### config.mk
export PLATFORM = sky130hd
export DESIGN_NAME = link_pwr_gate
export DESIGN_NICKNAME = d
export VERILOG_FILES = /design/src/rtl/lpg_pkg.sv /design/src/rtl/lpg_sync.sv /design/src/rtl/lpg_timer.sv /design/src/rtl/lpg_fsm.sv /design/src/rtl/link_pwr_gate.sv
export SDC_FILE = /design/constraint.sdc
export NUM_CORES = 1
export LEC_CHECK = 0
export ABC_AREA = 1
export BUFFER_PORTS_ARGS = -buffer_cell sky130_fd_sc_hd__buf_2
export CAP_MARGIN = 20
export CORE_MARGIN = 2
export CORE_UTILIZATION = 50
export CTS_BUF_LIST = sky130_fd_sc_hd__clkbuf_8 sky130_fd_sc_hd__clkbuf_16
export DETAILED_ROUTE_END_ITERATION = 8
export PLACE_DENSITY_LB_ADDON = 0.12
export SLEW_MARGIN = 20
export SYNTH_ARGS = -nofsm -noshare
export SYNTH_HDL_FRONTEND = slang
export SYNTH_SLANG_ARGS = --single-unit
### constraint.sdc
create_clock -name clk -period 2.2 [get_ports clk]
set_input_delay 0.44 -clock clk [delete_from_list [all_inputs] [get_ports clk]]
set_output_delay 0.44 -clock clk [all_outputs]
set_load 0.02 [all_outputs]
### src/rtl/lpg_pkg.sv
package lpg_pkg;
   typedef enum logic [1:0] {
      ST_EN  = 2'd0,
      ST_RST = 2'd1,
      ST_DIS = 2'd2,
      ST_RES = 2'd3
   } lpg_state_t;
endpackage

### src/rtl/lpg_sync.sv
module lpg_sync #(
   parameter int STAGES = 2
) (
   input  logic clk,
   input  logic rst,
   input  logic d,
   output logic q
);
   logic [STAGES-1:0] chain;

   for (genvar i = 0; i < STAGES; i++) begin : g_stage
      if (i == 0) begin : g_first
         always_ff @(posedge clk) begin
            if (rst) chain[i] <= 1'b0;
            else     chain[i] <= d;
         end
      end else begin : g_next
         always_ff @(posedge clk) begin
            if (rst) chain[i] <= 1'b0;
            else     chain[i] <= chain[i-1];
         end
      end
   end

   assign q = chain[STAGES-1];
endmodule

### src/rtl/lpg_timer.sv
module lpg_timer #(
   parameter int MAX_CYC = 4000,
   localparam int CNT_W  = $clog2(MAX_CYC + 1)
) (
   input  logic             clk,
   input  logic             rst,
   input  logic             lvl_i,
   output logic             lvl_o,
   output logic [CNT_W-1:0] cnt_o
);
   localparam logic [CNT_W-1:0] CNT_TOP = CNT_W'(MAX_CYC);

   logic chg;
   assign chg = (lvl_i != lvl_o);

   always_ff @(posedge clk) begin
      if (rst) begin
         lvl_o <= 1'b0;
         cnt_o <= '0;
      end else begin
         lvl_o <= lvl_i;
         if (chg)                  cnt_o <= '0;
         else if (cnt_o != CNT_TOP) cnt_o <= cnt_o + 1'b1;
      end
   end
endmodule

### src/rtl/lpg_fsm.sv
module lpg_fsm
   import lpg_pkg::*;
#(
   parameter int RST_CYC = 250,
   parameter int DIS_CYC = 3375,
   parameter int RES_CYC = 2125,
   parameter int CNT_W   = 12
) (
   input  logic             clk,
   input  logic             rst,
   input  logic             lvl_i,
   input  logic [CNT_W-1:0] cnt_i,
   output logic             clk_en_o,
   output logic             rst_act_o,
   output logic             dis_o,
   output logic             up_o
);
   localparam logic [CNT_W-1:0] RST_LIM = CNT_W'(RST_CYC - 1);
   localparam logic [CNT_W-1:0] DIS_LIM = CNT_W'(DIS_CYC - 1);
   localparam logic [CNT_W-1:0] RES_LIM = CNT_W'(RES_CYC - 1);

   lpg_state_t st, nxt;

   always_comb begin
      nxt = st;
      unique case (st)
         ST_EN:  if (!lvl_i && cnt_i >= RST_LIM) nxt = ST_RST;
         ST_RST: if (lvl_i) nxt = ST_RES;
                 else if (cnt_i >= DIS_LIM) nxt = ST_DIS;
         ST_DIS: if (lvl_i) nxt = ST_RES;
         ST_RES: if (!lvl_i) nxt = ST_RST;
                 else if (cnt_i >= RES_LIM) nxt = ST_EN;
         default: nxt = ST_DIS;
      endcase
   end

   always_ff @(posedge clk) begin
      if (rst) begin
         st        <= ST_DIS;
         clk_en_o  <= 1'b0;
         rst_act_o <= 1'b0;
         dis_o     <= 1'b1;
         up_o      <= 1'b0;
      end else begin
         st        <= nxt;
         clk_en_o  <= (nxt != ST_DIS);
         rst_act_o <= (nxt == ST_RST);
         dis_o     <= (nxt == ST_DIS);
         up_o      <= (nxt == ST_EN);
      end
   end
endmodule

### src/rtl/link_pwr_gate.sv
module link_pwr_gate #(
   parameter int CTL_W    = 2,
   parameter int DATA_W   = 8,
   parameter int SYNC_STG = 2,
   parameter int RST_CYC  = 250,
   parameter int DIS_CYC  = 3375,
   parameter int RES_CYC  = 2125
) (
   input  logic              clk,
   input  logic              rst,
   input  logic              lps_i,
   input  logic [CTL_W-1:0]  ctl_i,
   input  logic [DATA_W-1:0] data_i,
   output logic [CTL_W-1:0]  ctl_o,
   output logic [DATA_W-1:0] data_o,
   output logic              clk_en_o,
   output logic              rst_act_o,
   output logic              dis_o,
   output logic              up_o
);
   localparam int MAX_CYC = (DIS_CYC > RES_CYC) ? DIS_CYC : RES_CYC;
   localparam int CNT_W   = $clog2(MAX_CYC + 1);

   if (SYNC_STG < 2) begin : g_bad_sync
      $error("SYNC_STG must be at least 2");
   end
   if (RST_CYC < 2 || RST_CYC >= DIS_CYC) begin : g_bad_thr
      $error("RST_CYC must lie between 2 and DIS_CYC-1");
   end
   if (RES_CYC < 2) begin : g_bad_res
      $error("RES_CYC must be at least 2");
   end

   logic             lps_s;
   logic             lvl;
   logic [CNT_W-1:0] cnt;

   lpg_sync #(.STAGES(SYNC_STG)) u_sync (
      .clk (clk),
      .rst (rst),
      .d   (lps_i),
      .q   (lps_s)
   );

   lpg_timer #(.MAX_CYC(MAX_CYC)) u_tmr (
      .clk   (clk),
      .rst   (rst),
      .lvl_i (lps_s),
      .lvl_o (lvl),
      .cnt_o (cnt)
   );

   lpg_fsm #(
      .RST_CYC (RST_CYC),
      .DIS_CYC (DIS_CYC),
      .RES_CYC (RES_CYC),
      .CNT_W   (CNT_W)
   ) u_fsm (
      .clk       (clk),
      .rst       (rst),
      .lvl_i     (lvl),
      .cnt_i     (cnt),
      .clk_en_o  (clk_en_o),
      .rst_act_o (rst_act_o),
      .dis_o     (dis_o),
      .up_o      (up_o)
   );

   assign ctl_o  = ctl_i  & {CTL_W{up_o}};
   assign data_o = data_i & {DATA_W{up_o}};
endmodule

==> impl_results.md, run 1 <==
* Initial core utilization at 53.4%
* Aggregate negative setup slack at 0 ns
* Via Count at 1129
* Maximum resistive drop on vdd at 0.519 mV
* P&R area growth vs syn at 17.4%
* Overall die height at 52.9 um
* H-tree depth reported by CTS at 1
* CP max-delay cell: sky130_fd_sc_hd__dfxtp_1
* Class of the most critical setup path: reg2out
* CTS tree: built
* Die area at 2790 um2
* Register-to-register setup slack at 0.76 ns
* Average size of a mapped cell at 7.02 um2
* Worst Reg-to-Reg Cells at 6
* # rows at 17
* Synthesized cell area at 1190 um2
* Final Hold Vio Count at 0
* Final antenna-violating net count at 0
* Seq/Total Area, Yosys at 35.2%
* Hold Buf Count CTS at 0
* Clock Skew at 0.00675 ns
* Count of flip-flops with a built-in enable after synthesis at 0
* Count of distinct cell types in the synthesized netlist at 24
* Internal Dissipation at 616 uW
* Flops & latches, synth at 21
* Antenna violations before repair at 0
* CP peak stage delay at 0.51 ns
* Arrival time worst endpoint at 1.10 ns
* Reg power frac at 47.8%
* Hold-critical path endpoint: u_sync.chain[0]$_SDFF_PP0_
* Source-to-sink clock delay at the later pin of the worst-skew pair at 0.26 ns
* Critical Path Sink Type: primary output
* # nets final at 217
* Synthesized Nets at 187
* Proportion of power drawn by the clock network at 27.8%
* Net switching power at 290 uW
* Number of diodes at 0
* Max_slew headroom at 77.5%
* Status: finished clean
* Max capacitance violation total at 0
* Worst hold path cell count at 2
* Clock buffers created by TritonCTS at 3
* Pwr dens at 647 nW/um2
* Switching fraction of total power at 32.0%
* Vias/cell at 4.97
* Origin of the critical flop-to-flop path: u_tmr.cnt_o[0]$_SDFFE_PP0P_
* Total of cells resized after clock tree synthesis at 0
* Setup repair after global routing missed its margin: no
* Reg2reg end: u_tmr.cnt_o[10]$_SDFFE_PP0P_
* Count of mapped cells out of synthesis at 170
* Global route total overflow at 0
* First-pass GRT wire length at 3740 um
* Shortest clock period the worst path allows after layout at 1.54 ns
* Pin count of the biggest net entering global routing at 13
* Cell type with the highest aggregate area in the netlist: sky130_fd_sc_hd__dfxtp_1
* Yosys warning count at 0
* Worst endpoint required time at 1.76 ns
* Cells taking the most area after synthesis: sky130_fd_sc_hd__dfxtp_1 35%, sky130_fd_sc_hd__nand2_1 13%, sky130_fd_sc_hd__inv_1 9.1%
* Postcts setup bufs at 0
* CTS Root Buffer Type: sky130_fd_sc_hd__clkbuf_8
* GP Congestion at 0.841
* Transition time at the pin with the least slew margin at 0.334 ns
* FFs w/ async S/R, synth at 0%
* Fin crit share at 70.1%
* IO Pins at 27
* DRC violations left at 0
* Worst Setup Start Kind: flop
* Combined global-route utilization of all metal layers at 18.1%
* Max Transition Viols Final at 0
* Drt first-iter violations at 17
* Number of buffer cells added on primary ports at 26
* Max Root-Sink Buffers at 2
* Post-layout util at 62.7%
* Cell types with the highest counts after synthesis: 40 x sky130_fd_sc_hd__nand2_1, 29 x sky130_fd_sc_hd__inv_1, 21 x sky130_fd_sc_hd__dfxtp_1
* Highest clock frequency the design can meet at 648 MHz
* Core box area at 2230 um2
* Critical-path maximum fanout at 11
* Area share of the largest cell type after synthesis at 35.2%
* Part of the total power dissipated in combinational logic at 24.3%
* Number of global-route vias before repair at 965
* CTS sink cnt at 21
* Crit path cell chain: nand2_1 > inv_1 > buf_2
* First-pass detailed-route iteration total at 4
* Horiz. Die Dim at 52.9 um
* Total Wirelength at 2370 um
* Cell with the most instances after synthesis: sky130_fd_sc_hd__nand2_1
* HP Start: rst
* Synth Flop Type: sky130_fd_sc_hd__dfxtp_1
* Share of final-layout standard cells stronger than drive strength 1 at 28.1%
* Static leakage power at 0.000724 uW
* Kind of path behind the tightest hold check: in2reg
* Average wire per standard cell at 10.4 um
* Clock transition at path regs at 0.07 ns
* Number of endpoints failing setup at the final stage at 0
* Detailed placement HPWL at 1940 um
metal layers:
metal  up-vias  GRT usage, %  share of wire (%)
met1       505          20.0                 43
li1        586             -                  -
met2        34          35.2                 49
met3         4          2.54                6.3
met5         -             0                  0
met4         0          5.13               0.80
critical path: cells and delay by family (launching register included):
family                 cells  cell delay [ns]
buffers and inverters      2             0.22
DFF                        1             0.51
and+or+nand+nor            1             0.11
power by group through the flow:
stage	sequential, uW	combinational (uW)	clock [uW]
global placement	441	218	0
floorplan	454	145	0
CTS	434	222	253
global route	438	246	270
finish	434	221	252
detailed placement	443	221	0
flip-flops by register name (all words and copies together), names as in the netlist:
signal / count
u_fsm.clk_en_o: 1
u_tmr.cnt_o: 12
u_fsm.up_o: 1
u_tmr.lvl_o: 1
u_fsm.dis_o: 1
u_fsm.st: 2
u_sync.q: 1
u_sync.chain: 1
u_fsm.rst_act_o: 1
metrics by stage:
step | setup slack [ns] | cells | area [um2] | total power, uW | hold WS, ns
after floorplan | 0.834 | 170 | 1190 | 599 | 0.388
after global placement | 0.800 | 223 | 1360 | 659 | 0.396
after detailed placement | 0.766 | 223 | 1360 | 664 | 0.404
after CTS | 0.629 | 227 | 1400 | 909 | 0.369
after global routing | 0.573 | 227 | 1400 | 954 | 0.381
final | 0.657 | 227 | 1400 | 907 | 0.370
placed cells by master, fill, tap and decap left out, drive strengths merged:
master and count:
nand4 2, o21ai 9, dfxtp 21, ha 4, inv 33, xnor2 2
and3 1, nand2 45, a21oi 13, nor3 2, clkinv 1, clkbuf 3
nor4 1, buf 26, xor2 2, nor2 19, nand3 15
worst max path at each step:
stage,start,endpoint,depth (start not counted)
final,u_fsm.up_o$_SDFF_PP0_,ctl_o[1],3
after global routing,u_fsm.up_o$_SDFF_PP0_,data_o[3],3
after CTS,u_fsm.up_o$_SDFF_PP0_,ctl_o[1],3
after detailed placement,u_tmr.cnt_o[0]$_SDFFE_PP0P_,u_tmr.cnt_o[10]$_SDFFE_PP0P_,6
after global placement,u_tmr.cnt_o[0]$_SDFFE_PP0P_,u_tmr.cnt_o[10]$_SDFFE_PP0P_,6
after floorplan,u_fsm.up_o$_SDFF_PP0_,ctl_o[0],3
area by class of cell:
type                            instances  area, um2
Clock buffer                            3       41.3
Multi-Input combinational cell        115        646
Sequential cell                        21        420
Fill cell                             207        832
Clock inverter                          1       5.00
Tap cell                               28       35.0
Timing Repair Buffer                   26        130
Inverter                               33        124
cells by family after synthesis:
logic type      count (synthesis)  share of synthesized area (%)
buf+inv                        34                           10.7
simple gates                   85                           35.5
compound gates                 22                           11.4
xor+xnor                        4                           2.94
fa+ha+maj                       4                           4.19
flops                          21                           35.2
(Power assumes the default switching activity.)
==> inputs of run 2 (changes only) <==
--- a/config.mk
+++ b/config.mk
@@ -9,7 +9,7 @@
 export BUFFER_PORTS_ARGS = -buffer_cell sky130_fd_sc_hd__buf_2
 export CAP_MARGIN = 20
 export CORE_MARGIN = 2
-export CORE_UTILIZATION = 50
+export CORE_UTILIZATION = 47
 export CTS_BUF_LIST = sky130_fd_sc_hd__clkbuf_8 sky130_fd_sc_hd__clkbuf_16
 export DETAILED_ROUTE_END_ITERATION = 8
 export PLACE_DENSITY_LB_ADDON = 0.12
==> constraint.sdc (replaced) <==
create_clock -name clk -period 1.4 [get_ports clk]
set_input_delay 0.28 -clock clk [delete_from_list [all_inputs] [get_ports clk]]
set_output_delay 0.28 -clock clk [all_outputs]
set_load 0.02 [all_outputs]
==> impl_results.md, run 2 (same netlist as run 1, synthesis figures left out) <==
* Status: finished clean (unchanged)
* Worst Reg-to-Reg Cells at 10 (was 6)
* Met1 layer usage reported by global route at 19.4% (was 20.0%)
* Fin crit share at 94.5%
* Number of global-route vias before repair at 1008 (was 965)
* Source-to-sink clock delay at the later pin of the worst-skew pair at 0.26 ns (about the same)
* Kind of path behind the tightest hold check: in2reg (unchanged)
* Net switching power at 455 uW (was 290 uW)
* Setup repair after global routing missed its margin: yes (was no)
* First-pass GRT wire length at 3890 um (was 3740 um)
* Number of endpoints failing setup at the final stage at 0 (unchanged)
* Most common cell after layout, fill and taps aside: sky130_fd_sc_hd__nand2_1 (unchanged)
* CTS sink cnt at 21 (unchanged)
* Antenna violations before repair at 0 (unchanged)
* Number of diodes at 0 (unchanged)
* Hold-critical path endpoint: u_sync.q$_SDFF_PP0_ (was u_sync.chain[0]$_SDFF_PP0_)
* Worst endpoint required time at 1.55 ns (was 1.76 ns)
* Max Transition Viols Final at 0 (unchanged)
* Worst hold path cell count at 2 (unchanged)
* Clock Skew at 0.00485 ns (was 0.00675 ns)
* Share of final-layout standard cells stronger than drive strength 1 at 39.3% (was 28.1%)
* Initial core utilization at 49.1% (was 53.4%)
* Via Count at 1136 (was 1129)
* CTS tree: built (unchanged)
* Internal Dissipation at 988 uW (was 616 uW)
* P&R area growth vs syn at 25.2% (was 17.4%)
* IO Pins at 27 (unchanged)
* Pwr dens at 966 nW/um2 (was 647 nW/um2)
* Setup slack after placement at -0.0101 ns (was 0.766 ns)
* Most flop-heavy register: u_tmr.cnt_o (unchanged)
* # rows at 18 (was 17)
* Vias/cell at 4.81 (was 4.97)
* Overall die height at 54.4 um (was 52.9 um)
* GP Congestion at 0.827 (was 0.841)
* Transition time at the pin with the least slew margin at 0.319 ns (was 0.334 ns)
* Global route total overflow at 0 (unchanged)
* Horiz. Die Dim at 54.4 um (was 52.9 um)
* Worst Setup Start Kind: flop (unchanged)
* Average wire per standard cell at 10.4 um (about the same)
* Max Root-Sink Buffers at 2 (unchanged)
* Final Hold Vio Count at 0 (unchanged)
* Arrival time worst endpoint at 1.48 ns (was 1.10 ns)
* Number of buffer cells added on primary ports at 26 (unchanged)
* Most frequent cells in the layout: 38 x sky130_fd_sc_hd__nand2_1, 26 x sky130_fd_sc_hd__inv_1, 26 x sky130_fd_sc_hd__buf_2, 12 x sky130_fd_sc_hd__nor2_1, 12 x sky130_fd_sc_hd__dfxtp_2 (was 40 x sky130_fd_sc_hd__nand2_1, 29 x sky130_fd_sc_hd__inv_1, 26 x sky130_fd_sc_hd__buf_2, 21 x sky130_fd_sc_hd__dfxtp_1, 13 x sky130_fd_sc_hd__nor2_1)
* Static leakage power at 0.000780 uW (was 0.000724 uW)
* Die area at 2960 um2 (was 2790 um2)
* Total Wirelength at 2450 um (was 2370 um)
* Switching fraction of total power at 31.5% (was 32.0%)
* Worst path setup slack after routing at 0.0771 ns (was 0.657 ns)
* Met2 demand-to-capacity share in global routing at 34.3% (was 35.2%)
* Cell area after layout at 1490 um2 (was 1400 um2)
* CTS Root Buffer Type: sky130_fd_sc_hd__clkbuf_8 (unchanged)
* Number of flip-flops in the largest register at 12 (unchanged)
* Origin of the critical flop-to-flop path: u_tmr.cnt_o[1]$_SDFFE_PP0P_ (was u_tmr.cnt_o[0]$_SDFFE_PP0P_)
* Drt first-iter violations at 16 (was 17)
* # nets final at 224 (was 217)
* Highest clock frequency the design can meet at 756 MHz
* Reg power frac at 47.5% (was 47.8%)
* Global routing's busiest layer: met2 (unchanged)
* First-pass detailed-route iteration total at 4 (unchanged)
* HP Start: rst (unchanged)
* Detailed placement HPWL at 1980 um (was 1940 um)
* Post-layout util at 61.4% (was 62.7%)
* Shortest clock period the worst path allows after layout at 1.32 ns
* Max capacitance violation total at 0 (unchanged)
* Hold Buf Count CTS at 0 (unchanged)
* Pin count of the biggest net entering global routing at 13 (unchanged)
* Aggregate negative setup slack at 0 ns (unchanged)
* Max_slew headroom at 78.5% (was 77.5%)
* Combined global-route utilization of all metal layers at 18.1% (about the same)
* Cell area after placement at 1410 um2 (was 1360 um2)
* DRC violations left at 0 (unchanged)
* Worst hold margin at 0.213 ns (was 0.370 ns)
* Global Route met3 Usage at 3.28% (was 2.54%)
* H-tree depth reported by CTS at 1 (unchanged)
* Proportion of power drawn by the clock network at 27.5% (was 27.8%)
* Clock buffers created by TritonCTS at 3 (unchanged)
* Core box area at 2430 um2 (was 2230 um2)
* Reg2reg end: u_fsm.clk_en_o$_SDFF_PP0_ (was u_tmr.cnt_o[10]$_SDFFE_PP0P_)
* Final antenna-violating net count at 0 (unchanged)
* Clock transition at path regs at 0.07 ns (about the same)
* Class of the most critical setup path: reg2reg (was reg2out)
* Register-to-register setup slack at 0.08 ns (was 0.76 ns)
* Top flop regs: u_tmr.cnt_o: 12 flops, u_fsm.st: 2 flops (unchanged)
* Maximum resistive drop on vdd at 0.801 mV (was 0.519 mV)
* Critical-path maximum fanout at 4 (was 11)
* Part of the total power dissipated in combinational logic at 25.0% (was 24.3%)
* Critical Path Sink Type: flop (was primary output)
-- run 2: power by group through the flow --
stage | Sequential (uW) | Clock [uW] | Combinational (uW)
6_report | 686 | 397 | 361
5_1_grt | 695 | 432 | 413
4_1_cts | 685 | 410 | 363
3_5_place_dp | 697 | 0 | 361
3_3_place_gp | 694 | 0 | 356
2_1_floorplan | 714 | 0 | 227
-- run 2: area by class of cell --
class	count	area (um2)
fill	238	938
multi-input combinational	115	668
tap	30	37.5
inverter	33	124
clock inverter	1	5.00
sequential	21	435
timing repair buffer	33	183
clock buffer	3	41.3
-- run 2: worst max-delay path, stage by stage, from the launching register on --
cell                      delay, ns
sky130_fd_sc_hd__dfxtp_2       0.36
sky130_fd_sc_hd__inv_2         0.06
sky130_fd_sc_hd__ha_1          0.17
sky130_fd_sc_hd__nor2_1        0.08
sky130_fd_sc_hd__nand2_1       0.06
sky130_fd_sc_hd__nand3_1       0.09
sky130_fd_sc_hd__nand2_1       0.07
sky130_fd_sc_hd__nand3_2       0.09
sky130_fd_sc_hd__nand3_2       0.09
sky130_fd_sc_hd__nand2_2       0.09
sky130_fd_sc_hd__nand2_1       0.05
-- run 2: repair_timing --
| item | 4_1_cts | 5_1_grt |
|---|---|---|
| gates cloned | 0 | 0 |
| pin swaps | 0 | 1 |
| gates resized for setup | 3 | 17 |
| endpoints found under the setup margin | 4 | 12 |
| setup buffers | 0 | 0 |
-- run 2: worst max-delay path by stage --
stage,startpoint,endpoint,slack [ns],depth (start not counted)
2_1_floorplan,u_tmr.cnt_o[0]$_SDFFE_PP0P_,u_tmr.cnt_o[10]$_SDFFE_PP0P_,0.14,6
3_3_place_gp,u_tmr.cnt_o[0]$_SDFFE_PP0P_,u_tmr.cnt_o[10]$_SDFFE_PP0P_,0.04,6
3_5_place_dp,u_tmr.cnt_o[0]$_SDFFE_PP0P_,u_tmr.cnt_o[10]$_SDFFE_PP0P_,-0.01,6
4_1_cts,u_tmr.cnt_o[1]$_SDFFE_PP0P_,u_fsm.clk_en_o$_SDFF_PP0_,0.003,10
5_1_grt,u_tmr.cnt_o[6]$_SDFFE_PP0P_,u_fsm.clk_en_o$_SDFF_PP0_,-0.02,10
6_report,u_tmr.cnt_o[1]$_SDFFE_PP0P_,u_fsm.clk_en_o$_SDFF_PP0_,0.08,10
-- run 2: per-stage QoR --
| stage | std cells | total power [uW] |
|---|---|---|
| detailed placement | 232 | 1060 |
| CTS | 236 | 1460 |
| finish | 236 | 1440 |
| global placement | 232 | 1050 |
| floorplan | 170 | 941 |
| global route | 236 | 1540 |
-- run 2: per-layer routing --
layer	up-vias	routed length [um]	part of all wire, %
met4	0	34	1.4
met1	495	1010	41
met3	5	154	6.3
met2	37	1250	51
li1	599	-	-
met5	-	0	0
==> inputs of run 3 (changes only) <==
--- a/config.mk
+++ b/config.mk
@@ -9,9 +9,10 @@
 export BUFFER_PORTS_ARGS = -buffer_cell sky130_fd_sc_hd__buf_2
 export CAP_MARGIN = 20
 export CORE_MARGIN = 2
-export CORE_UTILIZATION = 47
+export CORE_UTILIZATION = 40
 export CTS_BUF_LIST = sky130_fd_sc_hd__clkbuf_8 sky130_fd_sc_hd__clkbuf_16
 export DETAILED_ROUTE_END_ITERATION = 8
+export GPL_ROUTABILITY_DRIVEN = 0
 export PLACE_DENSITY_LB_ADDON = 0.12
 export SLEW_MARGIN = 20
 export SYNTH_ARGS = -nofsm -noshare
==> impl_results.md, run 3 (same netlist as run 1, synthesis figures left out) <==
* Most frequent cells in the layout: 39 x sky130_fd_sc_hd__nand2_1, 27 x sky130_fd_sc_hd__inv_1, 26 x sky130_fd_sc_hd__buf_2, 12 x sky130_fd_sc_hd__nor2_1 (was 38 x sky130_fd_sc_hd__nand2_1, 26 x sky130_fd_sc_hd__inv_1, 26 x sky130_fd_sc_hd__buf_2, 12 x sky130_fd_sc_hd__nor2_1, 12 x sky130_fd_sc_hd__dfxtp_2)
* Aggregate negative setup slack at 0 ns (unchanged)
* Part of the total power dissipated in combinational logic at 25.3% (was 25.0%)
* Number of endpoints failing setup at the final stage at 0 (unchanged)
* Highest clock frequency the design can meet at 753 MHz (was 756 MHz)
* Transition time at the pin with the least slew margin at 0.321 ns (was 0.319 ns)
* Most common cell after layout, fill and taps aside: sky130_fd_sc_hd__nand2_1 (unchanged)
* Die area at 3440 um2 (was 2960 um2)
* Clock Skew at 0.00587 ns (was 0.00485 ns)
* Post-layout util at 53.7% (was 61.4%)
* Internal Dissipation at 989 uW (was 988 uW)
* Source-to-sink clock delay at the later pin of the worst-skew pair at 0.26 ns (about the same)
* Max Root-Sink Buffers at 2 (unchanged)
* Horiz. Die Dim at 58.6 um (was 54.4 um)
* Hold Buf Count CTS at 0 (unchanged)
* DRC violations left at 5 (was 0)
* Worst hold path cell count at 2 (unchanged)
* Final Hold Vio Count at 0 (unchanged)
* Via Count at 1149 (was 1136)
* CTS tree: built (unchanged)
* Number of global-route vias before repair at 1086 (was 1008)
* Critical Path Sink Type: flop (unchanged)
* Worst endpoint required time at 1.56 ns (was 1.55 ns)
* Setup repair after global routing missed its margin: yes (unchanged)
* Pwr dens at 968 nW/um2 (was 966 nW/um2)
* Fin crit share at 94.8% (was 94.5%)
* Failing checks: DRC
* Final cell count without fillers at 238 (was 236)
* Number of diodes at 0 (unchanged)
* Net switching power at 470 uW (was 455 uW)
* Proportion of power drawn by the clock network at 27.8% (was 27.5%)
* Clock buffers created by TritonCTS at 3 (unchanged)
* Reg power frac at 46.9% (was 47.5%)
* Shortest clock period the worst path allows after layout at 1.33 ns (was 1.32 ns)
* Average wire per standard cell at 10.9 um (was 10.4 um)
* Combined global-route utilization of all metal layers at 16.0% (was 18.1%)
* Pin count of the biggest net entering global routing at 13 (unchanged)
* Arrival time worst endpoint at 1.49 ns (was 1.48 ns)
* Static leakage power at 0.000791 uW (was 0.000780 uW)
* Worst Setup Start Kind: flop (unchanged)
* CTS Root Buffer Type: sky130_fd_sc_hd__clkbuf_8 (unchanged)
* Detailed placement HPWL at 2030 um (was 1980 um)
* Maximum resistive drop on vdd at 0.695 mV (was 0.801 mV)
* Overall die height at 58.6 um (was 54.4 um)
* P&R area growth vs syn at 26.2% (was 25.2%)
* # nets final at 225 (was 224)
* Number of cells in the design after placement at 234 (was 232)
* CP max-delay cell: sky130_fd_sc_hd__dfxtp_2 (unchanged)
* Number of flip-flops in the largest register at 12 (unchanged)
* Number of buffer cells added on primary ports at 26 (unchanged)
* Share of final-layout standard cells stronger than drive strength 1 at 39.1% (was 39.3%)
* Vias/cell at 4.83 (was 4.81)
* Worst path most repeated cell: sky130_fd_sc_hd__nand2_1 (unchanged)
* Clock transition at path regs at 0.08 ns (was 0.07 ns)
* # rows at 19 (was 18)
* Worst Reg-to-Reg Cells at 10 (unchanged)
* Most flop-heavy register: u_tmr.cnt_o (unchanged)
* First-pass detailed-route iteration total at 6 (was 4)
* Max_slew headroom at 78.4% (was 78.5%)
* CTS sink cnt at 21 (unchanged)
* Switching fraction of total power at 32.2% (was 31.5%)
* Total Wirelength at 2580 um (was 2450 um)
* Crit path cell chain: inv_2 > ha_1 > nor2_1 > nand2_1 > nand3_1 > nand2_1 > nand3_2 > nand3_2 > nand2_2 > nand2_1 (unchanged)
* Final antenna-violating net count at 0 (unchanged)
* H-tree depth reported by CTS at 1 (unchanged)
* Status: finished with violations (was finished clean)
* Global route total overflow at 0 (unchanged)
* Antenna violations before repair at 0 (unchanged)
* Drt first-iter violations at 25 (was 16)
* Max capacitance violation total at 0 (unchanged)
* IO Pins at 27 (unchanged)
* Top flop regs: u_tmr.cnt_o: 12 flops, u_fsm.st: 2 flops (unchanged)
* Initial core utilization at 42.6% (was 49.1%)
* Critical-path maximum fanout at 4 (unchanged)
* Max Transition Viols Final at 0 (unchanged)
* Worst hold margin at 0.206 ns (was 0.213 ns)
* Kind of path behind the tightest hold check: in2reg (unchanged)
* CP peak stage delay at 0.36 ns (about the same)
* First-pass GRT wire length at 4260 um (was 3890 um)
* Core box area at 2810 um2 (was 2430 um2)
* Class of the most critical setup path: reg2reg (unchanged)
run 3: final cells by class:
type                    count  area [um2]
repair buffers             34         190
clock inverters             1        5.00
flip-flops and latches     21         440
fillers                   296        1300
multi-input cells         115         667
inverters                  33         124
clock buffers               3        41.3
well taps                  31        38.8
run 3: layer usage:
| layer | global-route usage, % | part of all wire (%) | routed length, um |
|---|---|---|---|
| met1 | 16.9 | 44 | 1130 |
| met3 | 2.86 | 6.0 | 154 |
| met4 | 6.82 | 1.8 | 47 |
| met5 | 0 | 0 | 0 |
| met2 | 30.8 | 49 | 1250 |
run 3: path summary, 6_finish.rpt:
| path | start | endpoint | slack, ns |
|---|---|---|---|
| setup / recovery | u_tmr.cnt_o[1]$_SDFFE_PP0P_ | u_fsm.clk_en_o$_SDFF_PP0_ | 0.07 |
| hold / removal | rst | u_sync.chain[0]$_SDFF_PP0_ | 0.21 |
| setup reg to reg | u_tmr.cnt_o[1]$_SDFFE_PP0P_ | u_fsm.clk_en_o$_SDFF_PP0_ | 0.07 |
| hold reg to reg | u_sync.chain[0]$_SDFF_PP0_ | u_sync.q$_SDFF_PP0_ | 0.41 |
run 3: worst max-delay path: cells and delay by family, from the launching register on:
family,cells,cell delay [ns]
simple gates,8,0.62
flops,1,0.36
fa+ha+maj,1,0.17
buf+inv,1,0.06
run 3: what timing repair did:
item | in CTS | in global routing
resized for setup | 0 | 21
endpoints found under the hold margin | 0 | 0
setup buffers | 0 | 0
endpoints found under the setup margin | 0 | 23
run 3: power groups by stage:
stage	sequential, uW	combinational, uW	clock, uW
finish	684	369	405
global route	692	411	448
CTS	683	369	424
detailed placement	697	368	0
global placement	694	358	0
floorplan	714	227	0
run 3: per-stage QoR:
stage / area [um2] / setup WS, ns / power (uW)
final: 1510 / 0.0724 / 1460
after global routing: 1510 / -0.0287 / 1550
after floorplan: 1190 / 0.141 / 941
after global placement: 1420 / 0.0263 / 1050
after CTS: 1470 / 0.00307 / 1480
after detailed placement: 1420 / 0.0154 / 1060
